$ cat src/rtl/pwm_pkg.sv
package pwm_pkg;
   localparam int DW    = 16;
   localparam int PSC_W = 8;

   typedef enum logic [1:0] {
      A_PER = 2'd0,
      A_PW  = 2'd1,
      A_CTL = 2'd2,
      A_STS = 2'd3
   } reg_addr_e;

   // Packed so that it maps directly onto control word bits 13:0
   typedef struct packed {
      logic             ie;
      logic             frz;
      logic             byp;
      logic             run;
      logic             pol;
      logic             dir;
      logic [PSC_W-1:0] psc;
   } ctl_t;

   localparam int CTL_W = $bits(ctl_t);
endpackage

$ cat src/rtl/pwm_prescaler.sv
module pwm_prescaler
   import pwm_pkg::*;
#(
   parameter int W = PSC_W
) (
   input  logic         clk,
   input  logic         rst_n,
   input  logic         run,
   input  logic         frozen,
   input  logic [W-1:0] reload,
   output logic         tick
);
   logic [W-1:0] pre;

   if (W < 1) begin : g_bad_w
      $error("pwm_prescaler: W must be at least 1");
   end

   assign tick = run && !frozen && (pre == {W{1'b1}});

   always_ff @(posedge clk) begin
      if (!rst_n)         pre <= '0;
      else if (!run)      pre <= reload;
      else if (!frozen) begin
         if (tick)        pre <= reload;
         else             pre <= pre + W'(1);
      end
   end

   AST_PRE_FROZEN: assert property (@(posedge clk) disable iff (!rst_n)
      (run && $past(run && frozen)) |-> $stable(pre));
endmodule

$ cat src/rtl/pwm_buffers.sv
module pwm_buffers #(
   parameter int W = 16
) (
   input  logic         clk,
   input  logic         rst_n,
   input  logic         run,
   input  logic         byp,
   input  logic         wrap,
   input  logic         wr_per,
   input  logic         wr_pw,
   input  logic [W-1:0] wdata,
   output logic [W-1:0] buf_per,
   output logic [W-1:0] buf_pw,
   output logic [W-1:0] work_per,
   output logic [W-1:0] work_pw
);
   always_ff @(posedge clk) begin
      if (!rst_n) begin
         buf_per <= '0;
         buf_pw  <= '0;
      end else begin
         if (wr_per) buf_per <= wdata;
         if (wr_pw)  buf_pw  <= wdata;
      end
   end

   always_ff @(posedge clk) begin
      if (!rst_n) begin
         work_per <= '0;
         work_pw  <= '0;
      end else if (!run) begin
         work_per <= buf_per;
         work_pw  <= buf_pw;
      end else begin
         if (wr_per && byp) work_per <= wdata;
         else if (wrap)     work_per <= buf_per;
         if (wr_pw && byp)  work_pw  <= wdata;
         else if (wrap)     work_pw  <= buf_pw;
      end
   end

   AST_BYPASS_LOAD: assert property (@(posedge clk) disable iff (!rst_n)
      (run && $past(run && byp && wr_pw)) |-> (work_pw == $past(wdata)));
   AST_HOLD_MIDPERIOD: assert property (@(posedge clk) disable iff (!rst_n)
      (run && $past(run && !wrap && !(byp && wr_pw))) |-> $stable(work_pw));
endmodule

$ cat src/rtl/pwm_counter.sv
module pwm_counter #(
   parameter int W = 16
) (
   input  logic         clk,
   input  logic         rst_n,
   input  logic         run,
   input  logic         frozen,
   input  logic         tick,
   input  logic [W-1:0] work_per,
   input  logic [W-1:0] work_pw,
   output logic         wrap,
   output logic         out_q
);
   logic [W-1:0] cnt;
   logic         last;
   logic         active;

   assign last   = (work_per <= W'(1)) || (cnt >= work_per - W'(1));
   assign wrap   = tick && last;
   assign active = (work_pw != '0) &&
                   ((work_pw >= work_per) || (cnt >= work_per - work_pw));

   always_ff @(posedge clk) begin
      if (!rst_n || !run) begin
         cnt   <= '0;
         out_q <= 1'b0;
      end else if (!frozen) begin
         out_q <= active;
         if (wrap)      cnt <= '0;
         else if (tick) cnt <= cnt + W'(1);
      end
   end

   AST_CNT_FROZEN: assert property (@(posedge clk) disable iff (!rst_n)
      (run && $past(run && frozen)) |-> ($stable(cnt) && $stable(out_q)));
   AST_ZERO_PULSE: assert property (@(posedge clk) disable iff (!rst_n)
      (run && $past(run && !frozen && work_pw == '0)) |-> !out_q);
   AST_FULL_PULSE: assert property (@(posedge clk) disable iff (!rst_n)
      (run && $past(run && !frozen && work_pw != '0 && work_pw >= work_per)) |-> out_q);
endmodule

$ cat src/rtl/pwm_channel.sv
module pwm_channel
   import pwm_pkg::*;
#(
   parameter int CNT_W       = 16,
   parameter int SYNC_STAGES = 2
) (
   input  logic          clk,
   input  logic          rst_n,
   input  logic          wr_en,
   input  logic [1:0]    addr,
   input  logic [DW-1:0] wr_data,
   output logic [DW-1:0] rd_data,
   input  logic          pin_in,
   output logic          pin_out,
   output logic          pin_oe,
   input  logic          freeze_in,
   output logic          irq
);
   if (CNT_W < 2 || CNT_W > DW) begin : g_bad_cnt
      $error("pwm_channel: CNT_W must lie in 2..16");
   end
   if (SYNC_STAGES > 4) begin : g_bad_sync
      $error("pwm_channel: SYNC_STAGES must not exceed 4");
   end

   ctl_t             ctl;
   logic             flag;
   logic             out_q, out_d;
   logic             tick, wrap, frozen, pin_lvl;
   logic [CNT_W-1:0] buf_per, buf_pw, work_per, work_pw;
   logic [DW-1:0]    per_rd, pw_rd;
   logic             unused_wd;

   assign unused_wd = ^wr_data;

   // register writes
   always_ff @(posedge clk) begin
      if (!rst_n)                        ctl <= '0;
      else if (wr_en && addr == A_CTL)   ctl <= ctl_t'(wr_data[CTL_W-1:0]);
   end

   assign frozen = ctl.frz && freeze_in;

   // pin level synchroniser variant
   if (SYNC_STAGES == 0) begin : g_direct
      assign pin_lvl = pin_in;
   end else begin : g_sync
      logic [SYNC_STAGES-1:0] sr;
      always_ff @(posedge clk) begin
         if (!rst_n) sr <= '0;
         else begin
            sr[0] <= pin_in;
            for (int i = 1; i < SYNC_STAGES; i++) sr[i] <= sr[i-1];
         end
      end
      assign pin_lvl = sr[SYNC_STAGES-1];
   end

   pwm_prescaler #(.W(PSC_W)) u_pre (
      .clk(clk), .rst_n(rst_n), .run(ctl.run), .frozen(frozen),
      .reload(ctl.psc), .tick(tick)
   );

   pwm_buffers #(.W(CNT_W)) u_buf (
      .clk(clk), .rst_n(rst_n), .run(ctl.run), .byp(ctl.byp), .wrap(wrap),
      .wr_per(wr_en && addr == A_PER), .wr_pw(wr_en && addr == A_PW),
      .wdata(wr_data[CNT_W-1:0]),
      .buf_per(buf_per), .buf_pw(buf_pw),
      .work_per(work_per), .work_pw(work_pw)
   );

   pwm_counter #(.W(CNT_W)) u_cnt (
      .clk(clk), .rst_n(rst_n), .run(ctl.run), .frozen(frozen), .tick(tick),
      .work_per(work_per), .work_pw(work_pw), .wrap(wrap), .out_q(out_q)
   );

   // period-end edge flag
   always_ff @(posedge clk) begin
      if (!rst_n) begin
         out_d <= 1'b0;
         flag  <= 1'b0;
      end else begin
         out_d <= out_q;
         if (ctl.run && out_d && !out_q)                  flag <= 1'b1;
         else if (wr_en && addr == A_STS && wr_data[0])   flag <= 1'b0;
      end
   end

   assign irq = flag && ctl.ie;

   // pin role
   always_comb begin
      if (ctl.run) begin
         pin_oe  = 1'b1;
         pin_out = out_q ^ ctl.pol;
      end else begin
         pin_oe  = ctl.dir;
         pin_out = ctl.pol;
      end
   end

   // read path, zero padded when CNT_W is narrow
   if (CNT_W == DW) begin : g_full
      assign per_rd = buf_per;
      assign pw_rd  = buf_pw;
   end else begin : g_pad
      assign per_rd = {{(DW-CNT_W){1'b0}}, buf_per};
      assign pw_rd  = {{(DW-CNT_W){1'b0}}, buf_pw};
   end

   always_comb begin
      unique case (addr)
         A_PER:   rd_data = per_rd;
         A_PW:    rd_data = pw_rd;
         A_CTL:   rd_data = {{(DW-CTL_W-1){1'b0}}, pin_lvl, ctl};
         default: rd_data = {{(DW-1){1'b0}}, flag};
      endcase
   end

   AST_FLAG_STICKY: assert property (@(posedge clk) disable iff (!rst_n)
      ($past(flag) && !$past(wr_en && addr == A_STS && wr_data[0])) |-> flag);
endmodule

$ cat config.mk
export PLATFORM = sky130hd
export DESIGN_NAME = pwm_channel
export DESIGN_NICKNAME = d
export VERILOG_FILES = /design/src/rtl/pwm_pkg.sv /design/src/rtl/pwm_prescaler.sv /design/src/rtl/pwm_buffers.sv /design/src/rtl/pwm_counter.sv /design/src/rtl/pwm_channel.sv
export SDC_FILE = /design/constraint.sdc
export NUM_CORES = 1
export LEC_CHECK = 0
export ABC_CLOCK_PERIOD_IN_PS = 5000
export BUFFER_PORTS_ARGS = -buffer_cell sky130_fd_sc_hd__clkbuf_2
export CAP_MARGIN = 30
export CORE_MARGIN = 3
export CORE_UTILIZATION = 60
export DETAILED_ROUTE_END_ITERATION = 8
export PLACE_DENSITY = 0.8
export SLEW_MARGIN = 5
export SYNTH_ARGS = -nofsm -noshare
export SYNTH_HDL_FRONTEND = slang
export SYNTH_HIERARCHICAL = 1
export SYNTH_SLANG_ARGS = --single-unit
export TNS_END_PERCENT = 30
$ cat constraint.sdc
create_clock -name clk -period 5 [get_ports clk]
set_clock_uncertainty 0.15 [all_clocks]
set_input_delay 0.25 -clock clk [delete_from_list [all_inputs] [get_ports clk]]
set_output_delay 0.25 -clock clk [all_outputs]
set_load 0.02 [all_outputs]
# After elaboration in Yosys (flattened, before gate mapping)
# Index checks and enable logic that the tools add are counted.
# Widths: inputs -> output; s select.
# word_totals
output_inout_bits	19
wordCells	77
inputBits	23
register_bits	107
# op_classes
order_cmp	4
bitwise	2
n_eq_ne	7
reduce_logical	27
n_addsub	4
muxes	16
# ops
cell	n
$mux 16	8
$ge 16x16->1	3
$pmux 16 s3	1
$mux 8	3
$add 16x1->16 const B	1
$le 16x1->1 const B	1
$reduce_bool 16->1	1
$sub 16x1->16 const B	1
$sub 16x16->16	1
$logic_and 1x1->1	15
$add 8x1->8 const B	1
$eq 8x8->1 const B	1
$ne 3x1->1 const B	2
$eq 2x2->1 const B	2
$logic_not 1->1	4
$mux 1	4
$reduce_bool 2->1	2
$logic_or 1x1->1	3
$eq 2x1->1 const B	1
$logic_not 2->1	1
$ne 2x2->1 const B	1
$reduce_and 2->1	1
$not 1->1	1
$xor 1x1->1	1

# Longest topological paths before layout
# Gate-level depths: netlist of run 1.
# logic_depth
word_depth	8
mapped_depth	18
depth_no_buf	15

# Modules after synthesis
# The synthesis of run 1 kept the hierarchy.
# by_module_without_submodules
module	seq_area_each_um2	area_each_um2	instances	cells_per_inst
pwm_buffers	1281.2	2712.6	1	294
pwm_counter	340.3	2628.8	1	329
pwm_channel	360.3	1104.8	1	117
pwm_prescaler	160.2	508.0	1	63

# Least setup slack after synthesis of run 1
# Ideal clock, no wire load.
# synth_timing
kind	register to register
start	register u_buf.work_per[2]
end	register u_buf.work_pw[4]
n_path_buf	3
stages_incl_launch_ff	19
path_slack_ns	1.285
arrival_time_ns	3.491
cell_sequence	dfxtp_1 nor2_1 nand2_1 nor4_4 nand2_1 nor3_1 xnor2_1 ha_1 a21oi_1 nand2_1 a221o_1 a311oi_4 a21boi_1 nand2b_1 clkbuf_1 or2_1 buf_2 buf_6 a31oi_1
# synth_via
elab_chain_cells	5
elab_cells_between_ends	6
# synth_rtl
element	line	rtl
start, declared	pwm_buffers.sv:14	output logic [W-1:0] work_per,
start signal, assigned	pwm_buffers.sv:32	work_per <= buf_per;
start signal, assigned	pwm_buffers.sv:35	if (wr_per && byp) work_per <= wdata;
start signal, assigned	pwm_buffers.sv:36	else if (wrap) work_per <= buf_per;
$sub 16x1->16	pwm_counter.sv:18	assign last = (work_per <= W'(1)) || (cnt >= work_per - W'(1));
$ge 16x16->1	pwm_counter.sv:18	
$logic_or 1x1->1 *	pwm_counter.sv:18	
$logic_and 1x1->1 *	pwm_counter.sv:19	assign wrap = tick && last;
via wrap	pwm_channel.sv:29	logic tick, wrap, frozen, pin_lvl;
$ne 3x1->1 (no source line) *	n/a	
end signal, assigned	pwm_buffers.sv:33	work_pw <= buf_pw;
end signal, assigned	pwm_buffers.sv:37	if (wr_pw && byp) work_pw <= wdata;
end signal, assigned	pwm_buffers.sv:38	else if (wrap) work_pw <= buf_pw;
end, declared	pwm_buffers.sv:15	output logic [W-1:0] work_pw
# Mark *: on every way through the listed nets, which the timed path passes. The rest lies on a longest branch.
# A chain may end at the register's enable or synchronous reset.

# Final worst setup path of run 1
# layout_timing
start	register u_buf.work_per[2]
end	register u_buf.work_pw[14]
# The elaborated chain is that of the path after synthesis.

==> results of run 1 <==
==> synthesized netlist by cell type (17+ instances only) <==
cell	n
mux2i_1	64
nor2b_1	38
dfxtp_1	107
xor2_1	19
xnor2_1	20
clkbuf_1	17
o31ai_1	34
nand2_1	125
inv_1	28
ha_1	52
a31oi_1	34
nor2_1	28
a21oi_1	31
==> worst min-delay path, stage by stage <==
cell      delay, ns
clkbuf_2       0.11
nand2_1        0.06
a31oi_1        0.07
==> flip-flops by register name, summed over array words and instances, names as in the netlist <==
register	flops
g_sync.sr	2
u_buf/work_pw	16
u_pre/pre	8
ctl	14
u_cnt/out_q	1
out_d	1
u_buf/work_per	16
flag	1
u_buf/buf_pw	16
u_buf/buf_per	16
u_cnt/cnt	16
==> metal layers <==
metal,vias to the layer above,wire [um]
li1,2917,-
met1,2901,7730
met2,269,8450
met3,32,1110
met4,0,371
met5,-,0
==> final timing paths <==
kind | endpoint | startpoint | slack [ns] | depth (start not counted)
max | u_buf/work_pw[14] | u_buf/work_per[2] | 0.72 | 15
min | u_buf/work_per[14] | wr_data[14] | 0.04 | 3
max reg2reg | u_buf/work_pw[14] | u_buf/work_per[2] | 0.72 | 15
min reg2reg | g_sync.sr[1] | g_sync.sr[0] | 0.29 | 1
==> cell type report <==
class	count	area (um^2)	share of cell area (%)
timing repair buffer	47	253	3.41
clock inverter	4	63.8	0.860
inverter	28	105	1.42
clock buffer	12	256	3.46
multi-input combinational	622	4420	59.6
sequential	107	2140	28.9
tap	140	175	2.36
==> repair_timing <==
item / CTS / global route
hold buffers: 1 / 0
endpoints found under the hold margin: 1 / 0
endpoints found under the setup margin: 0 / 0
==> power by group <==
group / total [mW] / switching, mW / leakage, nW / internal, mW
sequential: 0.906 / 0.0289 / 0.868 / 0.877
clock: 0.760 / 0.333 / 0.159 / 0.427
combinational: 0.441 / 0.255 / 1.82 / 0.186
==> placed cells by master (no fill, tap or decap), types with 28 or more instances in the layout <==
cell type / count
nor2_1: 28
mux2i_1: 64
a21oi_1: 31
a31oi_1: 34
ha_1: 52
o31ai_1: 34
clkbuf_2: 41
nor2b_1: 38
dfxtp_1: 107
nand2_1: 125
inv_1: 28
==> cells by family after synthesis <==
kind of cell,Yosys count,synth area share [%]
AND/OR/NAND/NOR,298,22.5
AO/OA/AOI/OAI,166,16.7
flip-flops,107,30.8
buffers and inverters,74,5.70
multiplexers,66,9.75
adder cells (fa/ha/maj),53,9.64
XOR/XNOR,39,4.91
==> impl_metrics.py, run 1 <==
metrics = {
    "worst_setup_path": {
        "start_kind": "flip-flop",
        "critical_path.top_delay_family": "simple AND/OR/NAND/NOR gates",
        "endpoint_kind": "flip-flop",
        "path_buf_inv": 0,
        "cp_max_fo": 16,
        "crit_arrival_ns": 4.41,
        "path_class": "reg2reg",
        "cpPeakStageDelay_ns": 0.51,
        "cp.required_ns": 5.13,
        "crit_chain": "nor2_1, nand2_1, nor4_4, nand2_1, nor4_1, xnor2_1, ha_1, nand4_1, nor2_1, a221o_1, a311oi_4, a21boi_1, nand2b_1, or2_1, a31oi_1",
        "critPathSlowestCell": "or2_1",
    },
    "synth": {
        "synth_edf_count": 0,
        "yosysTopAreaCell": "dfxtp_1",
        "yosys_most_used_dff": "dfxtp_1",
        "syn-num-nets": 879,
        "synth_area_leaders": "dfxtp_1 (31%), ha_1 (9.4%), mux2i_1 (9.2%)",
        "synthCells": 803,
        "syn_area_per_cell_um2": 8.66,
        "ys_warn_count": 6,
        "async_flop_share_pct": 0,
        "syn_area_um2": 6950,
        "yosysSeqAreaShare_pct": 30.8,
        "yosysTopAreaCellShare_pct": 30.8,
        "synth.distinct_cells": 76,
        "ys_ff_latch": 107,
    },
    "cells_and_area": {
        "final_area_um2": 7420,
        "final_nets": 891,
        "n_antenna_cell": 0,
        "synthToLayoutAreaGrowth_pct": 6.64,
        "fin_cells": 960,
        "drive_gt1_share_pct": 10.9,
        "fillCellCount": 904,
        "utilization_pct": 66.9,
    },
    "grt": {
        "grt_first_pass_wirelength_um": 28900,
        "grtUsageMet2_pct": 45.9,
        "antenna_found_initial": 0,
        "gr-total-overflow": 0,
        "top_usage_layer": "met2",
        "grt_max_degree": 107,
        "grt_pass1_vias": 5900,
        "met3_usage_pct": 5.46,
        "met1_usage_pct": 35.9,
        "grtUsageTotal_pct": 27.5,
    },
    "cts": {
        "clkTransAtPathRegs_ns": 0.07,
        "ctsHtreeMaxLevel": 3,
        "cts.sinks": 107,
        "clk_path_buf_depth": 2,
        "cts_tree": "built",
        "post_cts.repair.setup_buffers": 0,
        "root_buffer": "clkbuf_16",
        "numCtsBuffers": 9,
        "clk-insertion-delay-late_ns": 0.36,
        "cts_resized": 0,
    },
    "floorplan": {
        "ioPinCount": 42,
        "die_y_um": 114,
        "dieArea_um2": 12900,
        "start_util_pct": 62.8,
        "num_rows": 38,
        "core_area_um2": 11100,
        "die_w_um": 114,
    },
    "detailed_routing": {
        "wl_per_cell_um": 18.4,
        "wl_um": 17700,
        "antenna_left": 0,
        "drt_iter0_drc": 736,
        "dr.pass1.iters": 5,
        "num_vias": 6119,
        "drcViolationCount": 0,
        "vias_per_cell": 6.37,
    },
    "worst_hold_path": {
        "hold_path.class": "in2reg",
    },
    "place": {
        "hpwl_um": 12600,
        "place_ws_ns": 0.816,
        "io_buffers": 41,
        "placedCellCount": 943,
        "place_area_um2": 7090,
        "place_congestion": 0.931,
    },
    "timing": {
        "fin_setup_tns_ns": 0,
        "hold_viol": 0,
        "hold_slack_ns": 0.0430,
        "slew_viol_final": 0,
        "period_needed_ns": 4.28,
        "tightest_slew_ns": 0.964,
        "max_freq_ghz": 0.234,
        "setup_ws_ns": 0.718,
        "finalCritPeriodShare_pct": 85.6,
        "relSlewSlack_pct": 35.7,
        "rsz0062_at_grt": "false",
        "setup_viol": 0,
    },
    "flow_run": {
        "max_cap_viol_count": 0,
    },
    "pwr": {
        "leakage_nw": 2.85,
        "power_density_nw_per_um2": 284,
        "power.total_mw": 2.11,
        "ir_worst_vdd_mv": 0.326,
    },
    "outcome": {
        "outcome": "complete, no violations",
    },
}
Note: power is estimated with default switching activity, not from simulation.
==> run 2: changes to the inputs <==
CORE_ASPECT_RATIO = 1.1   (was unset)
GPL_TIMING_DRIVEN = 0   (was unset)
==> impl_metrics.py, run 2 (same netlist as run 1, synthesis figures left out) <==
metrics = {
    "pwr": {
        "pwr-share-comb_pct": 21.4,
        "p_switching_uw": 648,
        "clockPowerShare_pct": 34.6,
        "swShare_pct": 31.3,
        "power_density_nw_per_um2": 271,
        "ir_worst_vdd_mv": 0.193,
        "leakage_nw": 2.97,
        "p_seq_share_pct": 43.9,
        "p_int_mw": 1.42,
    },
    "floorplan": {
        "num_rows": 40,
        "ioPinCount": 42,
        "die_w_um": 109,
        "die_y_um": 119,
        "core_area_um2": 11100,
        "start_util_pct": 62.6,
        "dieArea_um2": 12900,
    },
    "cts": {
        "clk-insertion-delay-late_ns": 0.36,
        "root_buffer": "clkbuf_16",
        "post_cts.repair.setup_buffers": 0,
        "cts_resized": 0,
        "numCtsBuffers": 9,
        "hold_buffers": 1,
        "ctsHtreeMaxLevel": 3,
        "cts_tree": "built",
        "clk_path_buf_depth": 2,
        "clkTransAtPathRegs_ns": 0.08,
        "cts.sinks": 107,
    },
    "grt": {
        "met3_usage_pct": 2.87,
        "grt_pass1_vias": 6073,
        "antenna_found_initial": 0,
        "top_usage_layer": "met2",
        "grtUsageTotal_pct": 28.9,
        "grt_first_pass_wirelength_um": 30100,
        "grtUsageMet2_pct": 51.1,
        "grt_max_degree": 21,
        "gr-total-overflow": 0,
        "met1_usage_pct": 34.9,
    },
    "worst_hold_path": {
        "hold_depth": 3,
        "min_to": "ctl[4]",
        "min_from": "wr_data[4]",
        "hold_path.class": "in2reg",
    },
    "worst_setup_path": {
        "cp_max_fo": 10,
        "cpPeakStageDelay_ns": 0.44,
        "path_buf_inv": 2,
        "cp_num_cells": 17,
        "endpoint_kind": "flip-flop",
        "start_kind": "flip-flop",
        "path_class": "reg2reg",
        "ff2ff_path_depth": 17,
        "cp.required_ns": 5.10,
        "r2r-start": "u_buf/work_per[2]",
        "crit_arrival_ns": 4.49,
        "critical_path.top_delay_family": "simple AND/OR/NAND/NOR gates",
        "crit_chain": "nor2_1, nand2_1, nor4_4, nand2_1, nor3_1, xnor2_1, ha_1, nand4_1, nor2_1, a221o_1, a311oi_4, a21boi_1, nand2b_1, clkbuf_1, clkbuf_1, o31ai_1, a31oi_1",
        "critPathSlowestCell": "a311oi_4",
        "r2r_slack_ns": 0.61,
        "r2r_end": "u_buf/work_pw[10]",
    },
    "timing": {
        "max_freq_ghz": 0.228,
        "period_needed_ns": 4.39,
        "setup_viol": 0,
        "hold_viol": 0,
        "slew_viol_final": 0,
        "setup_ws_ns": 0.611,
        "finalCritPeriodShare_pct": 87.8,
        "relSlewSlack_pct": 48.9,
        "rsz0062_at_grt": "false",
        "tightest_slew_ns": 0.765,
        "fin_setup_tns_ns": 0,
    },
    "flow_run": {
        "max_cap_viol_count": 0,
    },
    "place": {
        "hpwl_um": 14100,
        "place_ws_ns": 0.647,
        "place_congestion": 0.934,
        "io_buffers": 41,
    },
    "detailed_routing": {
        "drt_iter0_drc": 481,
        "antenna_left": 0,
        "num_vias": 6107,
        "wl_um": 18200,
        "drcViolationCount": 0,
        "wl_per_cell_um": 18.0,
        "vias_per_cell": 6.06,
        "dr.pass1.iters": 6,
    },
    "cells_and_area": {
        "final_nets": 932,
        "drive_gt1_share_pct": 12.8,
        "final_common_cell": "nand2_1",
        "fillCellCount": 942,
        "register_area_um2": 2140,
        "layout_common_cells": "nand2_1 (125), dfxtp_1 (107), mux2i_1 (64)",
        "synthToLayoutAreaGrowth_pct": 9.93,
        "n_antenna_cell": 0,
        "multi_input_area_um2": 4420,
    },
    "outcome": {
        "outcome": "complete, no violations",
    },
}
==> run 2: cell types whose count changed in the layout (fill, tap and decap cells not counted), moves of 3 or more <==
cell | previous run | this run
clkbuf_1 | 1 | 17
buf_2 | 0 | 11
buf_6 | 0 | 11
buf_4 | 5 | 1
buf_1 | 0 | 3
inv_6 | 0 | 3
==> run 2: per-stage QoR <==
step	util [%]	hold slack, ns	instances	power, mW	cell area, um^2
CTS	68.8	0.0301	1008	2.07	7640
detailed placement	66.1	0.282	991	1.36	7340
global route	68.8	0.0534	1008	2.16	7640
finish	68.8	0.0412	1008	2.07	7640
floorplan	-	0.227	803	1.25	6950
global placement	66.1	0.266	991	1.34	7340
==> run 2: worst max path at each step <==
stage	start	endpoint	slack [ns]
final	u_buf/work_per[2]	u_buf/work_pw[10]	0.61
after global routing	u_buf/work_per[2]	u_buf/work_per[4]	0.27
after CTS	u_buf/work_per[2]	u_buf/work_pw[13]	0.62
after detailed placement	u_buf/work_per[2]	u_buf/work_pw[13]	0.65
after global placement	u_buf/work_per[2]	u_buf/work_pw[12]	0.76
after floorplan	u_buf/work_per[2]	u_buf/work_pw[4]	1.29
==> run 2: metal layers <==
layer / part of all wire [%] / vias up
li1: - / 3001
met1: 42 / 2895
met2: 51 / 178
met3: 3.7 / 33
met4: 2.9 / 0
met5: 0 / -
==> run 2: worst reg2reg max path, cell delays in order, from the launching register on <==
cell	delay, ns
dfxtp_1	0.38
nor2_1	0.20
nand2_1	0.16
nor4_4	0.29
nand2_1	0.16
nor3_1	0.25
xnor2_1	0.17
ha_1	0.29
nand4_1	0.12
nor2_1	0.09
a221o_1	0.35
a311oi_4	0.44
a21boi_1	0.17
nand2b_1	0.17
clkbuf_1	0.19
clkbuf_1	0.28
o31ai_1	0.35
a31oi_1	0.06
==> run 2: power groups by stage <==
stage / registers [mW] / clock network, mW / logic [mW]
detailed placement: 0.927 / 0 / 0.435
global route: 0.912 / 0.761 / 0.489
floorplan: 0.916 / 0 / 0.331
finish: 0.909 / 0.717 / 0.444
global placement: 0.926 / 0 / 0.414
CTS: 0.907 / 0.727 / 0.439
==> run 2: layout make-up <==
class	instances	area share (%)
Clock buffer	9	2.95
Timing Repair Buffer	42	2.82
Inverter	28	1.37
Buffer	46	3.81
Tap cell	147	2.41
Sequential cell	107	28.0
Multi-Input combinational cell	622	57.8
Clock inverter	7	0.867
==> run 3: changes to the inputs <==
RECOVER_POWER = 25   (was unset)
SYNTH_HIERARCHICAL = unset   (was 1)
TNS_END_PERCENT = 50   (was 30)
==> impl_metrics.py, run 3 <==
metrics = {
    "outcome": {
        "outcome": "complete, no violations",
    },
    "grt": {
        "top_usage_layer": "met2",
        "met1_usage_pct": 38.6,
        "grtUsageMet2_pct": 47.4,
        "gr-total-overflow": 0,
        "grt_max_degree": 19,
        "grt_pass1_vias": 5880,
        "grt_first_pass_wirelength_um": 29500,
        "grtUsageTotal_pct": 29.3,
        "antenna_found_initial": 0,
        "met3_usage_pct": 4.50,
    },
    "cells_and_area": {
        "final_area_um2": 7480,
        "synthToLayoutAreaGrowth_pct": 10.2,
        "final_common_cell": "nand2_1",
        "fin_cells": 1065,
        "n_antenna_cell": 0,
        "layout_common_cells": "nand2_1 (177), dfxtp_1 (107), a21oi_1 (80)",
        "drive_gt1_share_pct": 8.93,
        "utilization_pct": 67.9,
        "final_nets": 989,
    },
    "timing": {
        "period_needed_ns": 4.67,
        "slew_viol_final": 0,
        "fin_setup_tns_ns": 0,
        "setup_viol": 0,
        "hold_viol": 0,
        "relSlewSlack_pct": 38.3,
        "tightest_slew_ns": 0.918,
        "finalCritPeriodShare_pct": 93.3,
        "max_freq_ghz": 0.214,
        "rsz0062_at_grt": "false",
    },
    "cts": {
        "ctsHtreeMaxLevel": 3,
        "cts_tree": "built",
        "numCtsBuffers": 9,
        "clk_path_buf_depth": 2,
        "clk-insertion-delay-late_ns": 0.36,
        "post_cts.repair.setup_buffers": 0,
        "clkTransAtPathRegs_ns": 0.07,
        "root_buffer": "clkbuf_16",
        "cts.sinks": 107,
    },
    "worst_setup_path": {
        "ff2ff_path_depth": 13,
        "path_class": "reg2reg",
        "cp.required_ns": 5.14,
        "crit_arrival_ns": 4.81,
        "endpoint_kind": "flip-flop",
        "start_kind": "flip-flop",
        "cp_max_fo": 10,
    },
    "synth": {
        "yosysTopAreaCell": "dfxtp_1",
        "synthCells": 859,
        "yosysTopAreaCellShare_pct": 31.6,
        "syn_area_per_cell_um2": 7.90,
        "ys_ff_latch": 107,
        "syn-num-nets": 935,
        "yosys_most_used_dff": "dfxtp_1",
        "synth.distinct_cells": 58,
        "synth_area_leaders": "dfxtp_1 (32%), nand2_1 (9.8%), ha_1 (9.6%)",
        "ys_warn_count": 0,
        "synth_edf_count": 0,
        "async_flop_share_pct": 0,
        "syn_area_um2": 6790,
        "synthTopCellsByCount": "nand2_1 (177), dfxtp_1 (107), a21oi_1 (80)",
        "yosysMostFrequentCell": "nand2_1",
        "yosysSeqAreaShare_pct": 31.6,
    },
    "floorplan": {
        "start_util_pct": 61.7,
        "num_rows": 40,
        "die_w_um": 107,
        "dieArea_um2": 12600,
        "core_area_um2": 11000,
        "ioPinCount": 42,
        "die_y_um": 118,
    },
    "place": {
        "hpwl_um": 13600,
        "io_buffers": 39,
        "placedCellCount": 1045,
        "place_area_um2": 7170,
        "place_congestion": 0.930,
    },
    "detailed_routing": {
        "vias_per_cell": 5.91,
        "antenna_left": 0,
        "num_vias": 6294,
        "drcViolationCount": 0,
        "dr.pass1.iters": 5,
        "wl_um": 18100,
        "drt_iter0_drc": 471,
        "wl_per_cell_um": 17.0,
    },
    "pwr": {
        "power_density_nw_per_um2": 280,
        "power.total_mw": 2.10,
        "leakage_nw": 2.77,
        "ir_worst_vdd_mv": 0.206,
    },
    "worst_hold_path": {
        "hold_path.class": "in2reg",
        "hold_depth": 3,
    },
    "flow_run": {
        "max_cap_viol_count": 0,
    },
}
run 3: what timing repair did:
action                                 in CTS  in global routing
endpoints found under the hold margin       3                  0
hold buffers                                3                  0
gates resized for setup                     0                  0
run 3: critical path: stages (launching register included):
cell      delay [ns]
dfxtp_1         0.38
or4_1           0.59
nor3_1          0.27
nand2_1         0.20
or4_1           0.52
xor2_1          0.16
ha_1            0.31
a21oi_1         0.16
nand2_1         0.07
a211oi_1        0.63
a31oi_4         0.25
a211oi_4        0.47
buf_6           0.24
mux2i_1         0.19
run 3: path summary, 6_finish.rpt:
check / to / slack, ns / startpoint
setup / recovery: u_buf.work_pw[8] / 0.33 / u_buf.work_per[2]
hold / removal: ctl[8] / 0.01 / wr_data[8]
hold reg to reg: g_sync.sr[1] / 0.30 / g_sync.sr[0]
setup reg to reg: u_buf.work_pw[8] / 0.33 / u_buf.work_per[2]
run 3: stage by stage:
step | hold slack [ns] | worst slack, ns
4_1_cts | 0.00463 | 0.373
2_1_floorplan | 0.227 | 0.988
5_1_grt | 0.0295 | 0.0146
6_report | 0.0143 | 0.333
3_3_place_gp | 0.265 | 0.455
3_5_place_dp | 0.277 | 0.408
run 3: cell families (layout without fill, tap and decap cells):
family / count (synthesis) / after routing / share of synthesized area, %
AO/OA/AOI/OAI: 172 / 172 / 14.9
XOR/XNOR: 42 / 42 / 5.42
adder cells (fa/ha/maj): 53 / 53 / 9.88
buffers and inverters: 73 / 132 / 4.29
flip-flops: 107 / 107 / 31.6
multiplexers: 65 / 65 / 10.1
AND/OR/NAND/NOR: 347 / 347 / 23.9
run 3: layout make-up:
class	count	area (um^2)
sequential	107	2140
timing repair buffer	43	223
buffer	43	179
tap	147	184
inverter	30	113
clock buffer	11	243
clock inverter	5	42.5
fill	947	3530
multi-input combinational	679	4360
run 3: routing by layer:
metal  vias up  part of all wire (%)
met5         -                     0
met4         0                   3.6
met3        39                   7.0
met2       249                    46
met1      2887                    43
li1       3119                     -
run 3: power breakdown:
part           switching [mW]  total (mW)  internal (mW)
Combinational           0.288       0.491          0.203
Clock                   0.347       0.705          0.359
Sequential             0.0259       0.902          0.876
